<file path="src/rtl/iack_pkg.sv">
package iack_pkg;

    localparam int BYTE_W = 8;
    localparam int VEC_W  = 2 * BYTE_W;

    typedef enum logic [2:0] {
        ST_IDLE,
        ST_FREEZE,
        ST_GAP,
        ST_FETCH,
        ST_REPORT
    } iack_state_e;

endpackage

</file>
<file path="src/rtl/iack_prio_enc.sv">
// Fixed-priority resolver: lowest asserted index wins.
module iack_prio_enc #(
    parameter int N  = 8,
    parameter int LW = 3
) (
    input  logic [N-1:0]  req,
    output logic          any,
    output logic [LW-1:0] level
);

    logic [N-1:0] win;

    // A line wins when it is asserted and no more urgent line is.
    genvar g;
    generate
        for (g = 0; g < N; g++) begin : g_win
            if (g == 0) begin : g_top
                assign win[g] = req[g];
            end else begin : g_rest
                assign win[g] = req[g] & ~(|req[g-1:0]);
            end
        end
    endgenerate

    always_comb begin
        level = '0;
        for (int i = 0; i < N; i++) begin
            if (win[i]) level = LW'(i);
        end
    end

    assign any = |req;

endmodule

</file>
<file path="src/rtl/iack_timer.sv">
// Per-state cycle counter, cleared on every state change, saturating.
module iack_timer #(
    parameter int CW = 4
) (
    input  logic          clk,
    input  logic          rst_n,
    input  logic          restart,
    output logic [CW-1:0] cnt
);

    always_ff @(posedge clk or negedge rst_n) begin
        if (!rst_n) begin
            cnt <= '0;
        end else if (restart) begin
            cnt <= '0;
        end else if (cnt != {CW{1'b1}}) begin
            cnt <= cnt + 1'b1;
        end
    end

endmodule

</file>
<file path="src/rtl/iack_fsm.sv">
// Acknowledge sequencer: state register, next-state logic, capture and outputs.
module iack_fsm
    import iack_pkg::*;
#(
    parameter int N              = 8,
    parameter int LW             = 3,
    parameter int ADDR_W         = 24,
    parameter bit TWO_BYTE       = 1'b1,
    parameter int GAP_CYCLES     = 2,
    parameter int TIMEOUT_CYCLES = 1024,
    parameter int CW             = 11
) (
    input  logic              clk,
    input  logic              rst_n,
    input  logic              any_req,
    input  logic [LW-1:0]     win_level,
    input  logic [N-1:0]      vec_sel,
    input  logic              xack_n,
    input  logic [BYTE_W-1:0] data_lo,
    input  logic [CW-1:0]     cnt,
    output logic              tmr_restart,
    output logic              inta_n,
    output logic [ADDR_W-1:0] ack_addr,
    output logic              done,
    output logic [LW-1:0]     done_level,
    output logic              done_vectored,
    output logic [VEC_W-1:0]  done_vector,
    output logic              done_error
);

    localparam logic [CW-1:0] GAP_LAST = CW'(GAP_CYCLES - 1);
    localparam logic [CW-1:0] TMO_LAST = CW'(TIMEOUT_CYCLES - 1);

    iack_state_e state, nxt;

    logic              byte_idx;
    logic [LW-1:0]     lvl_q;
    logic              vect_q;
    logic              err_q;
    logic [VEC_W-1:0]  vec_q;

    logic acked, timed_out, last_byte;

    assign acked     = (state == ST_FETCH) && !xack_n;
    assign timed_out = (state == ST_FETCH) && xack_n && (cnt == TMO_LAST);
    assign last_byte = !TWO_BYTE || byte_idx;

    // next state
    always_comb begin
        nxt = state;
        unique case (state)
            ST_IDLE: begin
                if (any_req) nxt = vec_sel[win_level] ? ST_FREEZE : ST_REPORT;
            end
            ST_FREEZE: nxt = ST_GAP;
            ST_GAP: begin
                if (cnt == GAP_LAST) nxt = ST_FETCH;
            end
            ST_FETCH: begin
                if (acked)          nxt = last_byte ? ST_REPORT : ST_GAP;
                else if (timed_out) nxt = ST_REPORT;
            end
            ST_REPORT: nxt = ST_IDLE;
        endcase
    end

    assign tmr_restart = (nxt != state);

    // state register
    always_ff @(posedge clk or negedge rst_n) begin
        if (!rst_n) state <= ST_IDLE;
        else        state <= nxt;
    end

    // level latch and vector capture
    always_ff @(posedge clk or negedge rst_n) begin
        if (!rst_n) begin
            byte_idx <= 1'b0;
            lvl_q    <= '0;
            vect_q   <= 1'b0;
            err_q    <= 1'b0;
            vec_q    <= '0;
        end else begin
            if (state == ST_IDLE && any_req) begin
                lvl_q    <= win_level;
                vect_q   <= vec_sel[win_level];
                err_q    <= 1'b0;
                vec_q    <= '0;
                byte_idx <= 1'b0;
            end
            if (acked) begin
                if (byte_idx) vec_q[VEC_W-1:BYTE_W] <= data_lo;
                else          vec_q[BYTE_W-1:0]     <= data_lo;
                byte_idx <= 1'b1;
            end
            if (timed_out) err_q <= 1'b1;
        end
    end

    // outputs
    always_comb begin
        inta_n        = !(state == ST_FREEZE || state == ST_FETCH);
        ack_addr      = (state == ST_FETCH) ? ADDR_W'(lvl_q) : '0;
        done          = (state == ST_REPORT);
        done_level    = lvl_q;
        done_vectored = vect_q;
        done_vector   = vec_q;
        done_error    = err_q;
    end

endmodule

</file>
<file path="src/rtl/iack_ctrl.sv">
// Top: master-side interrupt arbitration and vectored acknowledge.
module iack_ctrl
    import iack_pkg::*;
#(
    parameter int NUM_LINES      = 8,
    parameter int ADDR_W         = 24,
    parameter bit TWO_BYTE       = 1'b1,
    parameter int GAP_CYCLES     = 2,
    parameter int TIMEOUT_CYCLES = 1024,
    localparam int LW            = $clog2(NUM_LINES),
    localparam int MAXC          = (GAP_CYCLES > TIMEOUT_CYCLES) ? GAP_CYCLES : TIMEOUT_CYCLES,
    localparam int CW            = $clog2(MAXC + 1)
) (
    input  logic                 clk,
    input  logic                 rst_n,
    input  logic [NUM_LINES-1:0] irq_n,
    input  logic [NUM_LINES-1:0] vec_sel,
    output logic                 inta_n,
    output logic [ADDR_W-1:0]    ack_addr,
    input  logic                 xack_n,
    input  logic [BYTE_W-1:0]    data_lo,
    output logic                 done,
    output logic [LW-1:0]        done_level,
    output logic                 done_vectored,
    output logic [VEC_W-1:0]     done_vector,
    output logic                 done_error
);

    logic          any_req;
    logic [LW-1:0] win_level;
    logic          tmr_restart;
    logic [CW-1:0] cnt;

    iack_prio_enc #(.N(NUM_LINES), .LW(LW)) u_prio (
        .req   (~irq_n),
        .any   (any_req),
        .level (win_level)
    );

    iack_timer #(.CW(CW)) u_timer (
        .clk     (clk),
        .rst_n   (rst_n),
        .restart (tmr_restart),
        .cnt     (cnt)
    );

    iack_fsm #(
        .N              (NUM_LINES),
        .LW             (LW),
        .ADDR_W         (ADDR_W),
        .TWO_BYTE       (TWO_BYTE),
        .GAP_CYCLES     (GAP_CYCLES),
        .TIMEOUT_CYCLES (TIMEOUT_CYCLES),
        .CW             (CW)
    ) u_fsm (
        .clk           (clk),
        .rst_n         (rst_n),
        .any_req       (any_req),
        .win_level     (win_level),
        .vec_sel       (vec_sel),
        .xack_n        (xack_n),
        .data_lo       (data_lo),
        .cnt           (cnt),
        .tmr_restart   (tmr_restart),
        .inta_n        (inta_n),
        .ack_addr      (ack_addr),
        .done          (done),
        .done_level    (done_level),
        .done_vectored (done_vectored),
        .done_vector   (done_vector),
        .done_error    (done_error)
    );

endmodule

</file>
<file path="config.mk">
export PLATFORM = sky130hd
export DESIGN_NAME = iack_ctrl
export DESIGN_NICKNAME = d
export VERILOG_FILES = /design/src/rtl/iack_pkg.sv /design/src/rtl/iack_prio_enc.sv /design/src/rtl/iack_timer.sv /design/src/rtl/iack_fsm.sv /design/src/rtl/iack_ctrl.sv
export SDC_FILE = /design/constraint.sdc
export NUM_CORES = 1
export LEC_CHECK = 0
export BUFFER_PORTS_ARGS = -buffer_cell sky130_fd_sc_hd__buf_2
export CORE_MARGIN = 5
export CORE_UTILIZATION = 50
export DETAILED_ROUTE_END_ITERATION = 10
export GPL_TIMING_DRIVEN = 0
export PLACE_DENSITY_LB_ADDON = 0.25
export SETUP_SLACK_MARGIN = 0.15
export SLEW_MARGIN = 30
export SYNTH_ARGS = -nofsm -noshare
export SYNTH_HDL_FRONTEND = slang
export SYNTH_SLANG_ARGS = --single-unit
export TNS_END_PERCENT = 20
</file>
<file path="constraint.sdc">
create_clock -name clk -period 2.1 [get_ports clk]
set_input_delay 0.105 -clock clk [delete_from_list [all_inputs] [get_ports clk]]
set_output_delay 0.105 -clock clk [all_outputs]
set_load 0.01 [all_outputs]
</file>
==> results of run 1 <==
-- through the flow --
| stage | utilization (%) | hold slack [ps] | worst slack (ps) | setup TNS (ps) |
|---|---|---|---|---|
| after global routing | 66.43 | 40.86 | 167.7 | 0 |
| after CTS | 62.88 | 40.82 | 58.46 | 0 |
| after detailed placement | 59.97 | 237.0 | -233.5 | -2691 |
| after global placement | 59.97 | 227.4 | -213.0 | -2383 |
| final | 66.43 | 48.93 | 234.3 | 0 |
| after floorplan | - | -190.6 | 262.9 | 0 |
-- what timing repair did --
| action | CTS | global route |
|---|---|---|
| cloned | 0 | 1 |
| gates resized for setup | 3 | 26 |
| setup buffers | 1 | 9 |
| endpoints found under the hold margin | 36 | 0 |
| hold buffers | 1 | 0 |
| setup endpoints to repair | 26 | 21 |
| pin swaps | 1 | 6 |
-- worst max-delay path, delay by kind of cell, from the launching register on --
family / cells / cell delay [ps]
compound gates: 3 / 600
buf+inv: 2 / 360
flops: 1 / 420
simple gates: 3 / 400
-- logic make-up (layout without fill, tap and decap cells) --
logic type / Yosys count / count (layout)
AO/OA/AOI/OAI: 55 / 55
XOR/XNOR: 6 / 6
adder cells (fa/ha/maj): 2 / 2
buffers and inverters: 34 / 105
flip-flops: 36 / 36
multiplexers: 1 / 1
other: 1 / 21
AND/OR/NAND/NOR: 85 / 85
-- worst max-delay path by stage --
stage,endpoint,start,cells after the start
final,u_timer.cnt[2],u_timer.cnt[4],8
after global routing,u_timer.cnt[1],u_timer.cnt[4],8
after CTS,u_timer.cnt[2],u_timer.cnt[0],8
after detailed placement,u_fsm.done_vector[9],u_fsm.state[1],6
after global placement,u_fsm.done_vector[10],u_fsm.state[1],6
after floorplan,u_timer.cnt[2],u_timer.cnt[0],8
-- where the power goes --
group	switching, mW	leakage, nW	internal [mW]
combinational	0.751	0.930	0.550
clock	0.261	0.0404	0.235
sequential	0.128	0.484	0.856
-- routing by layer --
layer  up-vias  part of all wire, %
met5         -                    0
met4         0                 0.94
met3         5                  7.9
met1       902                   45
li1        963                    -
met2        69                   46
-- layout make-up --
cell class              count  share of cell area [%]
clock buffers               5                   2.412
well taps                  52                   2.281
clock inverters             3                  0.8333
inverters                   5                  0.6579
plain buffers              29                   7.237
flip-flops and latches     36                   31.71
multi-input cells         170                   42.68
repair buffers             63                   12.19
-- state kept, by name, indices dropped and copies added, names as in the netlist --
register / cells
u_fsm.byte_idx: 1
u_fsm.done_error: 1
u_fsm.done_level: 3
u_fsm.done_vector: 16
u_fsm.done_vectored: 1
u_fsm.state: 3
u_timer.cnt: 11
-- cells in the final DEF, fill, tap and decap left out, types with 3 or more instances in the layout --
master and instances:
buf_2 52, buf_4 36, dfrtp_1 33, nand2_1 23
conb_1 21, a22o_1 17, nor3_2 10, nand4_1 6
nand3_1 6, nor2_1 6, inv_1 5, and3_1 5
o21ai_0 5, clkbuf_8 5, and4_1 4, a221oi_1 4
xnor2_1 4, and2_1 3, a21oi_1 3, nor3_1 3
o21a_1 3, dfrtp_2 3
==> metrics.cfg, run 1 <==
[logic_synthesis]
synth_fa_ha_area_share_pct=1.148
synthesis.area_um2=2180
synth_common_cells=dfrtp_1, nand2_1, buf_4, a22o_1, nor3_2
synth_top_area_cell=dfrtp_1
synth_flop_cell=dfrtp_1
muxShareOfSynthArea_pct=0.4592
synth_top_family_by_area=simple AND/OR/NAND/NOR gates
yosysMostFrequentCell=dfrtp_1
yosysTopAreaCellShare_pct=41.33
synth_cell_types=50
syn_inst=220
synthArstFlopShare_pct=100.0
synth_warnings=0
synth_area_leaders=dfrtp_1, buf_4, a22o_1, nor3_2, nand2_1
synth_simple_gate_area_share_pct=24.34
synth_compound_area_share_pct=20.21
synth_xor_area_share_pct=2.411
synth_edf_count=0
ys_seq_area_share_pct=41.33
syn_area_per_cell_um2=9.907
ys_ff_latch=36

[flow_run]
cap_violations=0

[sta]
period_needed_ps=1866
grt_setup_unrepaired=yes
skew_ps=5.882
fmax_ghz=0.5360
worst_pin_slew_ps=789.9
slew-limit-headroom_pct=47.34
drv_slew=0
finalHoldViolCount=0
fin_crit_sh_pct=88.84
setup_viol=0

[placed_design]
hpwlAfterDp_um=3778
place_area_um2=2575
gp_congestion=0.8727
io_buffers=51
placed_cells=343

[critical_path]
reg2reg_to=u_timer.cnt[2]
critPathMaxFanout=6
path_class=reg2reg
r2r_start=u_timer.cnt[4]
slowest_stage=dfrtp_1
rrSetupSlack_ps=230
crit_path_end_kind=flop
cp.required_ps=2310
crit_chain=and4_1, buf_4, nand2_2, o31ai_2, a2111oi_4, buf_4, o211ai_2, nor3_2
cp_slowest_stage_delay_ps=420
arrival_ps=2080
critPathLaunchType=flop
path_common_cell=buf_4
r2r_cells=8

[cts]
path_clk_slew_ps=80
h-tree-depth=2
clk_path_buf_depth=2
cts-root-buf=clkbuf_8
cts_sinks=36
cts_tree=done
worstSkewPairLatency_ps=290
cts_buffers=5

[floorplan]
die_x_um=76.03
core_area_um2=4294
io_pins=74
die_y_um=76.03
dieArea_um2=5780
initial_utilization_pct=50.76
fp-row-count=24

[pwr]
power.leakage_nw=1.455
cellPowerDensity_nw_per_um2=974.6
finalPower_mw=2.780
irDropWorstVdd_uv=570.0

[route]
drc=0
drt-initial-drc-count=105
ant_nets=0
drt_first_pass_iters=4
avgRoutedWirePerCell_um=14.43
route.vias.total=1939
wl_um=5237
via_per_inst=5.342

[finish]
antenna_cells=0
nets=339
final_area_um2=2853
multi_input_area_um2=1217
seqCellArea_um2=904.6
fill_cells=377
drive_above_1_share_pct=42.12
final_cells=363
area_growth_syn_to_layout_pct=30.88

[global_routing]
top_usage_layer=met2
use_met2_pct=26.54
grtUsageMet1_pct=22.06
antenna_found_initial=0
overflow=0
grt_start_max_net_pins=37
grt_pass1_wl_um=8411
grt_util_all_layers_pct=17.05
grt_pass1_vias=1851
met3_usage_pct=6.383

[outcome]
status=complete, no violations

[worst_hold_path]
holdCritPathClass=in2reg
hold_depth=2
hp-start=data_lo[1]
hold_path_end=u_fsm.done_vector[1]

Note: power is estimated with default switching activity, not from simulation.
==> run 2: changes to the inputs <==
--- a/config.mk
+++ b/config.mk
@@ -9,3 +9,3 @@
 export CORE_MARGIN = 5
-export CORE_UTILIZATION = 50
+export CORE_UTILIZATION = 45
 export DETAILED_ROUTE_END_ITERATION = 10
==> constraint.sdc (replaced) <==
create_clock -name clk -period 1.5 [get_ports clk]
set_input_delay 0.15 -clock clk [delete_from_list [all_inputs] [get_ports clk]]
set_output_delay 0.15 -clock clk [all_outputs]
set_load 0.01 [all_outputs]
==> run 2 against run 1 <==
  * The run now ends with setup timing left
  * First-iteration DRC count is 59% higher
  * Flip-flop and latch count is the same
  * Combinational power increased by 62%
  * Maximum frequency fell by 0.52%
  * Register-to-register slack worse by 610 ps
  * Sequential share of layout area fell by 2.5 points
  * Routed wire length rose by 14%
  * Critical path depth is the same
  * Critical path type unchanged
==> metrics.cfg, run 2 (synthesis results as in run 1) <==
[outcome]
status=finished with violations
violations=setup timing

[route]
avgRoutedWirePerCell_um=15.47
wl_um=5988
drt_first_pass_iters=4
ant_nets=0
drc=0
route.vias.total=2027
via_per_inst=5.238
drt-initial-drc-count=167

[critical_path]
reg2reg_to=u_timer.cnt[9]
critPathLaunchType=flop
r2r_start=u_timer.cnt[6]
path_class=reg2reg
critPathMaxFanout=5
cp.required_ps=1720
rrSetupSlack_ps=-380
crit_path_end_kind=flop
arrival_ps=2090
crit_chain=and4_1, clkbuf_8, nand2_4, o31ai_4, a2111oi_4, buf_6, nand2_2, nor3_2
slowest_stage=a2111oi_4
r2r_cells=8
cp_slowest_stage_delay_ps=470

[worst_hold_path]
holdCritPathClass=in2reg
hold_path_end=u_fsm.done_vector[10]
hp-start=data_lo[2]
hold_depth=2

[floorplan]
io_pins=74
core_area_um2=4723
dieArea_um2=6335
die_x_um=79.60
fp-row-count=25
die_y_um=79.60
initial_utilization_pct=46.15

[pwr]
irDropWorstVdd_uv=814.9
cellPowerDensity_nw_per_um2=1410
power.leakage_nw=1.559

[placed_design]
hpwlAfterDp_um=3833
io_buffers=51
dp_slack_ps=-538.8
placed_cells=358
gp_congestion=0.8489

[finish]
final_common_cell=buf_2
area_growth_syn_to_layout_pct=42.65
drive_above_1_share_pct=50.00
antenna_cells=0
final_cell_mix=buf_2, buf_4, dfrtp_1
seqCellArea_um2=907.1
multi_input_area_um2=1330
largest_reg_flops=16
final_cells=387
fill_cells=384
nets=348

[cts]
worstSkewPairLatency_ps=300
h-tree-depth=2
cts_tree=done
cts_buffers=5
path_clk_slew_ps=80
clk_path_buf_depth=2
cts-root-buf=clkbuf_8
cts_sinks=36

[flow_run]
cap_violations=0

[sta]
drv_slew=0
setup_tns_ps=-6739
setup_viol=32
finalHoldViolCount=0
skew_ps=11.07
fin_ws_ps=-375.4
fmax_ghz=0.5332
period_needed_ps=1875
grt_setup_unrepaired=yes
worst_pin_slew_ps=793.9
slew-limit-headroom_pct=47.08
fin_crit_sh_pct=125.0
holdWs_ps=79.83

[global_routing]
grt_pass1_vias=2014
overflow=0
grt_start_max_net_pins=37
antenna_found_initial=0
grt_pass1_wl_um=9646
grt_util_all_layers_pct=19.31

run 2: changes by cell type in the layout (fill, tap and decap cells not counted), moves of 3 or more:
cell,delta
nand2_1,-3
nor2_4,+3
buf_4,+6
buf_6,+3
nor2_1,-3
run 2: per-layer routing:
metal	share of wire [%]	up-vias	GRT usage (%)
li1	-	982	-
met1	41	970	24.16
met2	52	60	32.05
met3	5.4	15	5.305
met4	1.8	0	6.357
met5	0	-	0
run 2: how the worst max path moves through the flow:
stage                               from             end  slack (ps)  cells past startpoint
after floorplan           u_timer.cnt[1]  u_timer.cnt[2]        -230                      8
final                     u_timer.cnt[6]  u_timer.cnt[9]        -380                      8
after global placement          irq_n[3]  u_timer.cnt[1]        -510                      8
after detailed placement        irq_n[3]  u_timer.cnt[3]        -540                      8
after CTS                 u_timer.cnt[6]  u_timer.cnt[9]        -340                      8
after global routing      u_timer.cnt[6]  u_timer.cnt[6]        -450                      9
run 2: report_power, final:
part | switching [mW] | internal [mW]
Combinational | 1.17 | 0.929
Clock | 0.392 | 0.501
Sequential | 0.193 | 1.20
run 2: repair_timing:
action | 4_1_cts | 5_1_grt
buffers inserted | 16 | 3
cloned | 1 | 0
resized for setup | 28 | 14
endpoints found under the hold margin | 36 | 0
setup endpoints to repair | 41 | 41
hold buffers | 1 | 0
pin swaps | 10 | 2
run 2: worst max-delay path: cells and delay by family (launching register included):
kind | cells | cell delay (ps)
AOI/OAI and AO/OA | 2 | 550
DFF | 1 | 390
buffers and inverters | 2 | 340
and+or+nand+nor | 4 | 510
run 2: area by class of cell:
class / count / area share, %
Buffer: 29 / 7.686
Clock buffer: 5 / 2.213
Clock inverter: 3 / 1.489
Inverter: 5 / 0.6036
Multi-Input combinational cell: 170 / 42.78
Sequential cell: 36 / 29.18
Tap cell: 67 / 2.696
Timing Repair Buffer: 72 / 13.36
run 2: stage by stage:
stage | util, % | cell area (um2) | power, mW
3_3_place_gp | 56.26 | 2658 | 3.126
6_report | 65.83 | 3109 | 4.383
4_1_cts | 64.24 | 3034 | 4.287
2_1_floorplan | - | 2318 | 2.620
3_5_place_dp | 56.26 | 2658 | 3.153
5_1_grt | 65.83 | 3109 | 4.686
